===== config.mk =====
export PLATFORM = sky130hd
export DESIGN_NAME = mon_entry_ctrl
export DESIGN_NICKNAME = d
export VERILOG_FILES = /design/src/rtl/mon_entry_pkg.sv /design/src/rtl/mon_path_decode.sv /design/src/rtl/mon_entry_latch.sv /design/src/rtl/mon_reset_pulse.sv /design/src/rtl/mon_entry_ctrl.sv
export SDC_FILE = /design/constraint.sdc
export NUM_CORES = 1
export LEC_CHECK = 0
export BUFFER_PORTS_ARGS = -buffer_cell sky130_fd_sc_hd__buf_2
export CELL_PAD_IN_SITES_DETAIL_PLACEMENT = 1
export CELL_PAD_IN_SITES_GLOBAL_PLACEMENT = 1
export CORE_AREA = 2 2 41 43
export DETAILED_ROUTE_END_ITERATION = 12
export DIE_AREA = 0 0 43 45
export PLACE_DENSITY = 0.72
export SLEW_MARGIN = 20
export SYNTH_ARGS = -nofsm -noshare
export SYNTH_HDL_FRONTEND = slang
export SYNTH_SLANG_ARGS = --single-unit

===== constraint.sdc =====
create_clock -name clk -period 1.45 [get_ports clk]
set_input_delay 0.145 -clock clk [delete_from_list [all_inputs] [get_ports clk]]
set_output_delay 0.145 -clock clk [all_outputs]
set_load 0.02 [all_outputs]

===== src/rtl/mon_entry_pkg.sv =====
package mon_entry_pkg;

  typedef enum logic [1:0] {
    IRQ_LOW  = 2'b00,
    IRQ_HIGH = 2'b01,
    IRQ_TEST = 2'b10,
    IRQ_RSVD = 2'b11
  } irq_lvl_e;

  typedef enum logic [1:0] {
    PATH_NONE     = 2'd0,
    PATH_TEST     = 2'd1,
    PATH_BLANK_HI = 2'd2,
    PATH_BLANK_LO = 2'd3
  } entry_path_e;

  function automatic logic path_is_blank(entry_path_e p);
    return (p == PATH_BLANK_HI) || (p == PATH_BLANK_LO);
  endfunction

endpackage


===== src/rtl/mon_path_decode.sv =====
module mon_path_decode
  import mon_entry_pkg::*;
#(
  parameter int VEC_W = 8
) (
  input  logic [1:0]       irq_lvl,
  input  logic [VEC_W-1:0] vec_hi,
  input  logic [VEC_W-1:0] vec_lo,
  output entry_path_e      path
);

  localparam int TOT_W = 2 * VEC_W;

  logic [TOT_W-1:0] vec_all;
  logic             blank;

  assign vec_all = {vec_hi, vec_lo};
  assign blank   = &vec_all;

  always_comb begin
    path = PATH_NONE;
    if (irq_lvl == IRQ_TEST) begin
      path = PATH_TEST;
    end else if (blank) begin
      path = (irq_lvl == IRQ_LOW) ? PATH_BLANK_LO : PATH_BLANK_HI;
    end
  end

endmodule


===== src/rtl/mon_entry_latch.sv =====
module mon_entry_latch
  import mon_entry_pkg::*;
(
  input  logic        clk,
  input  logic        rst_n,
  input  entry_path_e path_d,
  input  logic        ptc3_d,
  output logic        sampled_o,
  output logic        take_o,
  output entry_path_e path_o,
  output logic        ptc3_o
);

  logic        sampled_q, sampled_nx;
  entry_path_e path_q, path_nx;
  logic        ptc3_q, ptc3_nx;
  logic        take;

  assign take = !sampled_q;

  always_comb begin
    sampled_nx = sampled_q;
    path_nx    = path_q;
    ptc3_nx    = ptc3_q;
    if (take) begin
      sampled_nx = 1'b1;
      path_nx    = path_d;
      ptc3_nx    = ptc3_d;
    end
  end

  always_ff @(posedge clk or negedge rst_n) begin
    if (!rst_n) begin
      sampled_q <= 1'b0;
      path_q    <= PATH_NONE;
      ptc3_q    <= 1'b0;
    end else begin
      sampled_q <= sampled_nx;
      path_q    <= path_nx;
      ptc3_q    <= ptc3_nx;
    end
  end

  assign sampled_o = sampled_q;
  assign take_o    = take;
  assign path_o    = path_q;
  assign ptc3_o    = ptc3_q;

  // the latched path holds once taken
  p_path_frozen_r7: assert property (@(posedge clk) disable iff (!rst_n)
    (sampled_q && $past(sampled_q)) |-> ($stable(path_q) && $stable(ptc3_q)));

endmodule


===== src/rtl/mon_reset_pulse.sv =====
module mon_reset_pulse #(
  parameter int PULSE_CYCLES = 1
) (
  input  logic clk,
  input  logic rst_n,
  input  logic load_i,
  output logic req_o
);

  localparam int CNT_W = $clog2(PULSE_CYCLES + 1);
  localparam logic [CNT_W-1:0] CNT_LOAD = CNT_W'(PULSE_CYCLES);

  logic [CNT_W-1:0] cnt_q, cnt_nx;

  always_comb begin
    cnt_nx = cnt_q;
    if (load_i) begin
      cnt_nx = CNT_LOAD;
    end else if (cnt_q != '0) begin
      cnt_nx = cnt_q - 1'b1;
    end
  end

  always_ff @(posedge clk or negedge rst_n) begin
    if (!rst_n) begin
      cnt_q <= '0;
    end else begin
      cnt_q <= cnt_nx;
    end
  end

  assign req_o = (cnt_q != '0);

  // the request starts only on a load
  p_req_starts_on_load_r8: assert property (@(posedge clk) disable iff (!rst_n)
    $rose(req_o) |-> $past(load_i));

endmodule


===== src/rtl/mon_entry_ctrl.sv =====
module mon_entry_ctrl
  import mon_entry_pkg::*;
#(
  parameter int VEC_W        = 8,
  parameter int PULSE_CYCLES = 2
) (
  input  logic             clk,
  input  logic             por_n,
  input  logic [1:0]       irq_lvl,
  input  logic             rst_pin_hv,
  input  logic             ptc3,
  input  logic [VEC_W-1:0] vec_hi,
  input  logic [VEC_W-1:0] vec_lo,
  output logic             mon_mode,
  output logic             pll_en,
  output logic             osc_bypass,
  output logic             bus_div4,
  output logic             cop_dis,
  output logic             extra_rst_req
);

  localparam int SYNC_STAGES = 2;

  logic [SYNC_STAGES-1:0] rst_sync_q;
  logic                   rst_s_n;

  always_ff @(posedge clk or negedge por_n) begin
    if (!por_n) begin
      rst_sync_q <= '0;
    end else begin
      rst_sync_q <= {rst_sync_q[SYNC_STAGES-2:0], 1'b1};
    end
  end

  assign rst_s_n = rst_sync_q[SYNC_STAGES-1];

  entry_path_e path_d, path_q;
  logic        sampled, take, ptc3_q, load_pulse;

  mon_path_decode #(.VEC_W(VEC_W)) u_decode (
    .irq_lvl (irq_lvl),
    .vec_hi  (vec_hi),
    .vec_lo  (vec_lo),
    .path    (path_d)
  );

  mon_entry_latch u_latch (
    .clk       (clk),
    .rst_n     (rst_s_n),
    .path_d    (path_d),
    .ptc3_d    (ptc3),
    .sampled_o (sampled),
    .take_o    (take),
    .path_o    (path_q),
    .ptc3_o    (ptc3_q)
  );

  assign load_pulse = take && path_is_blank(path_d);

  mon_reset_pulse #(.PULSE_CYCLES(PULSE_CYCLES)) u_pulse (
    .clk    (clk),
    .rst_n  (rst_s_n),
    .load_i (load_pulse),
    .req_o  (extra_rst_req)
  );

  always_comb begin
    mon_mode   = 1'b0;
    pll_en     = 1'b0;
    osc_bypass = 1'b0;
    bus_div4   = 1'b1;
    cop_dis    = 1'b0;
    if (sampled) begin
      unique case (path_q)
        PATH_TEST: begin
          mon_mode   = 1'b1;
          osc_bypass = !ptc3_q;
          bus_div4   = ptc3_q;
          cop_dis    = (irq_lvl == IRQ_TEST) || rst_pin_hv;
        end
        PATH_BLANK_HI: begin
          mon_mode = 1'b1;
          cop_dis  = 1'b1;
        end
        PATH_BLANK_LO: begin
          mon_mode = 1'b1;
          pll_en   = 1'b1;
          cop_dis  = 1'b1;
        end
        default: ;
      endcase
    end
  end

  // bypass only with the divide-by-two setting and the PLL off
  p_bypass_div2_r3: assert property (@(posedge clk) disable iff (!por_n)
    osc_bypass |-> (!bus_div4 && !pll_en));

  // the PLL runs only inside monitor mode
  p_pll_in_mon_r5: assert property (@(posedge clk) disable iff (!por_n)
    pll_en |-> mon_mode);

  // once given on a blank path, the watchdog disable is kept
  p_cop_kept_r9: assert property (@(posedge clk) disable iff (!por_n)
    ($past(cop_dis) && $past(sampled) && path_is_blank(path_q)) |-> cop_dis);

  // the extra reset only on the blank-vector paths
  p_req_blank_only_r8: assert property (@(posedge clk) disable iff (!por_n)
    extra_rst_req |-> path_is_blank(path_q));

  // nothing leaves the default state before latching
  p_idle_before_latch_r7: assert property (@(posedge clk) disable iff (!por_n)
    !sampled |-> (!mon_mode && !extra_rst_req && !cop_dis));

endmodule


==> impl_metrics.yaml <==
power_and_ir_drop:
  leakagePower_nw: 0.305
  p_comb_share_pct: 35.8
  swShare_pct: 29.6
  p_sw_mw: 0.207
  peakVddDrop_uv: 353
  p_int_mw: 0.492
  p_clk_share_pct: 23.0
  powerDensity_nw_per_um2: 1200
  seq_power_share_pct: 41.2
sta:
  period_minus_slack_ps: 1280
  slew_viol_final: 0
  grt_setup_unrepaired: "no"
  fmax_ghz: 0.779
  worst_slack_ps: 167
  finalCritPeriodShare_pct: 88.5
  final-hold-violation-count: 0
  skew_ps: 0.294
  setup_tns_ps: 0
  setup_viol: 0
logic_synthesis:
  yosysMostFrequentCell: "dfrtp_1"
  synth_top_area_cell: "dfrtp_1"
  synth-async-reset-ratio_pct: 100
  synth.area.top_cells: "dfrtp_1, nand4_1, o21a_1"
  avgSynthCellArea_um2: 10.2
  synth_warnings: 0
  synth_cell_types: 20
  synth-edff-count: 0
  ys_seq_elements: 8
  synth_cells: 38
  synth_top_area_share_pct: 51.6
  synth_ff_type: "dfrtp_1"
  synthTopCellsByCount: "dfrtp_1, inv_1, nand4_1, o21a_1"
  synth_seq_area_share_pct: 51.6
  syn_area_um2: 388
cells_and_area:
  drive_gt1_share_pct: 49.3
  nets: 94
  syn_to_final_growth_pct: 50.0
  antenna_cells: 0
  fin_util_pct: 39.5
  fin_cells: 85
clock_network:
  cts_max_level: 1
  clk_pin_slew_worst_paths_ps: 50
  cts_tree: "built"
  clockBufferDepth: 2
  numClockSinks: 8
  numCtsBuffers: 3
  cts_setup_buffers: 0
  clockRootBuffer: "clkbuf_4"
  clk_latency_ps: 240
die:
  die_h_um: 45
  core_area_um2: 1470
  pin_count: 28
  dieArea_um2: 1940
  num_rows: 14
  initial_core_util_pct: 26.4
  dieWidth_um: 43
global_route:
  grtUsageTotal_pct: 10.9
  grt_first_pass_wirelength_um: 1540
  grt_max_degree: 9
  grt_overflow: 0
  grt_pass1_vias: 432
  antenna_found_initial: 0
placed_design:
  hpwl_um: 753
  place_inst: 81
  port_buffers: 27
  place_ws_ps: 274
  place.gp.congestion: 0.736
setup_path:
  slowest_stage: "dfrtp_1"
  cp_max_fo: 5
  r2r-start: "u_pulse.cnt_q[0]"
  crit_chain: "o21a_1, a21boi_1, buf_2"
  reg2reg_to: "u_pulse.cnt_q[1]"
  max_stage_delay_ps: 420
  r2r_cells: 5
  path_delay_family: "flip-flops"
  critPathCaptureType: "primary output"
  rrSetupSlack_ps: 380
  path_class: "reg2out"
  crit_buf_inv: 1
  critPathLaunchType: "flip-flop"
  cp.arrival_ps: 1140
  crit_required_ps: 1310
routing:
  drc_errors: 0
  wl_met3_um: 104
  routedWlPerCell_um: 10.0
  top_layer: "met3"
  dr_total_vias: 389
  wl_met2_um: 423
  via_per_inst: 4.58
  routed_wl_um: 850
  antenna_left: 0
  first_pass_iters: 2
  dr.first_iter.drc_count: 1
  wl_met1_um: 322
hold_path:
  min_path_type: "reg2async"
run_status:
  status: "completed"
flow_run:
  max_cap_viol_count: 0
[sequential cells by signal, summed over array words and instances (netlist names)]
signal,cells
u_latch.ptc3_o,1
u_latch.sampled_o,1
u_latch.path_o,2
rst_sync_q,2
u_pulse.cnt_q,2
[stage by stage]
step | power, mW | hold WS [ps] | area (um2)
floorplan | 0.467 | -151 | 397
global placement | 0.537 | -68.4 | 548
detailed placement | 0.545 | -67.5 | 548
CTS | 0.720 | 96.5 | 581
global route | 0.762 | 120 | 582
finish | 0.699 | 89.3 | 582
[metal layers]
layer | vias up | global-route usage, %
li1 | 190 | -
met1 | 174 | 10.3
met2 | 25 | 21.5
met3 | 0 | 2.80
met4 | 0 | 5.45
met5 | - | 0
[final cells by class]
cell class	instances	area (um2)
clock buffer	3	22.5
fill	193	890
inverter	4	15.0
multi-input combinational	26	178
sequential	8	201
tap	16	20.0
timing repair buffer	28	145
[cell families after synthesis]
| family | Yosys count | synth area share [%] |
|---|---|---|
| xor gates and xnor gates | 1 | 2.26 |
| AOI/OAI and AO/OA | 7 | 12.3 |
| adders and majority gates | 1 | 3.23 |
| buffers and inverters | 5 | 4.84 |
| muxes | 2 | 5.48 |
| DFF | 8 | 51.6 |
| and+or+nand+nor | 13 | 19.4 |
| other | 1 | 0.967 |
[power by group through the flow]
stage | logic [mW] | clock network (mW) | registers (mW)
after floorplan | 0.182 | 0 | 0.285
after global placement | 0.246 | 0 | 0.292
after detailed placement | 0.253 | 0 | 0.292
after CTS | 0.257 | 0.174 | 0.288
after global routing | 0.283 | 0.186 | 0.293
final | 0.250 | 0.161 | 0.288
[how the worst max path moves through the flow]
| stage | startpoint | end | slack [ps] | depth (start not counted) |
|---|---|---|---|---|
| finish | u_latch.path_o[1] | cop_dis | 170 | 3 |
| global route | u_latch.path_o[1] | cop_dis | 60 | 3 |
| CTS | u_latch.sampled_o | cop_dis | 100 | 3 |
| detailed placement | vec_lo[2] | u_pulse.cnt_q[0] | 270 | 4 |
| global placement | vec_lo[2] | u_pulse.cnt_q[0] | 300 | 4 |
| floorplan | u_latch.sampled_o | cop_dis | 110 | 3 |
[cells in the final DEF (no fill, tap or decap)]
| cell type | instances |
|---|---|
| buf_2 | 27 |
| dfrtp_1 | 7 |
| inv_1 | 4 |
| nand4_1 | 4 |
| o21a_1 | 3 |
| clkbuf_4 | 3 |
| nand2b_1 | 2 |
| nor2_1 | 2 |
| nand2_1 | 2 |
| conb_1 | 2 |
| a21boi_1 | 1 |
| nor3_2 | 1 |
| and3_1 | 1 |
| or4_4 | 1 |
| mux2i_1 | 1 |
| o21bai_1 | 1 |
| mux2_2 | 1 |
| o21ai_1 | 1 |
| xnor2_1 | 1 |
| a21oi_1 | 1 |
| ha_1 | 1 |
| dlygate4sd3_1 | 1 |
| dfrtp_2 | 1 |
[what timing repair did]
item,CTS,global route
setup endpoints to repair,0,1
hold endpoints to repair,2,0
resized for setup,0,1
hold buffers,1,0
No activity file was read; power rests on OpenSTA's default activity.
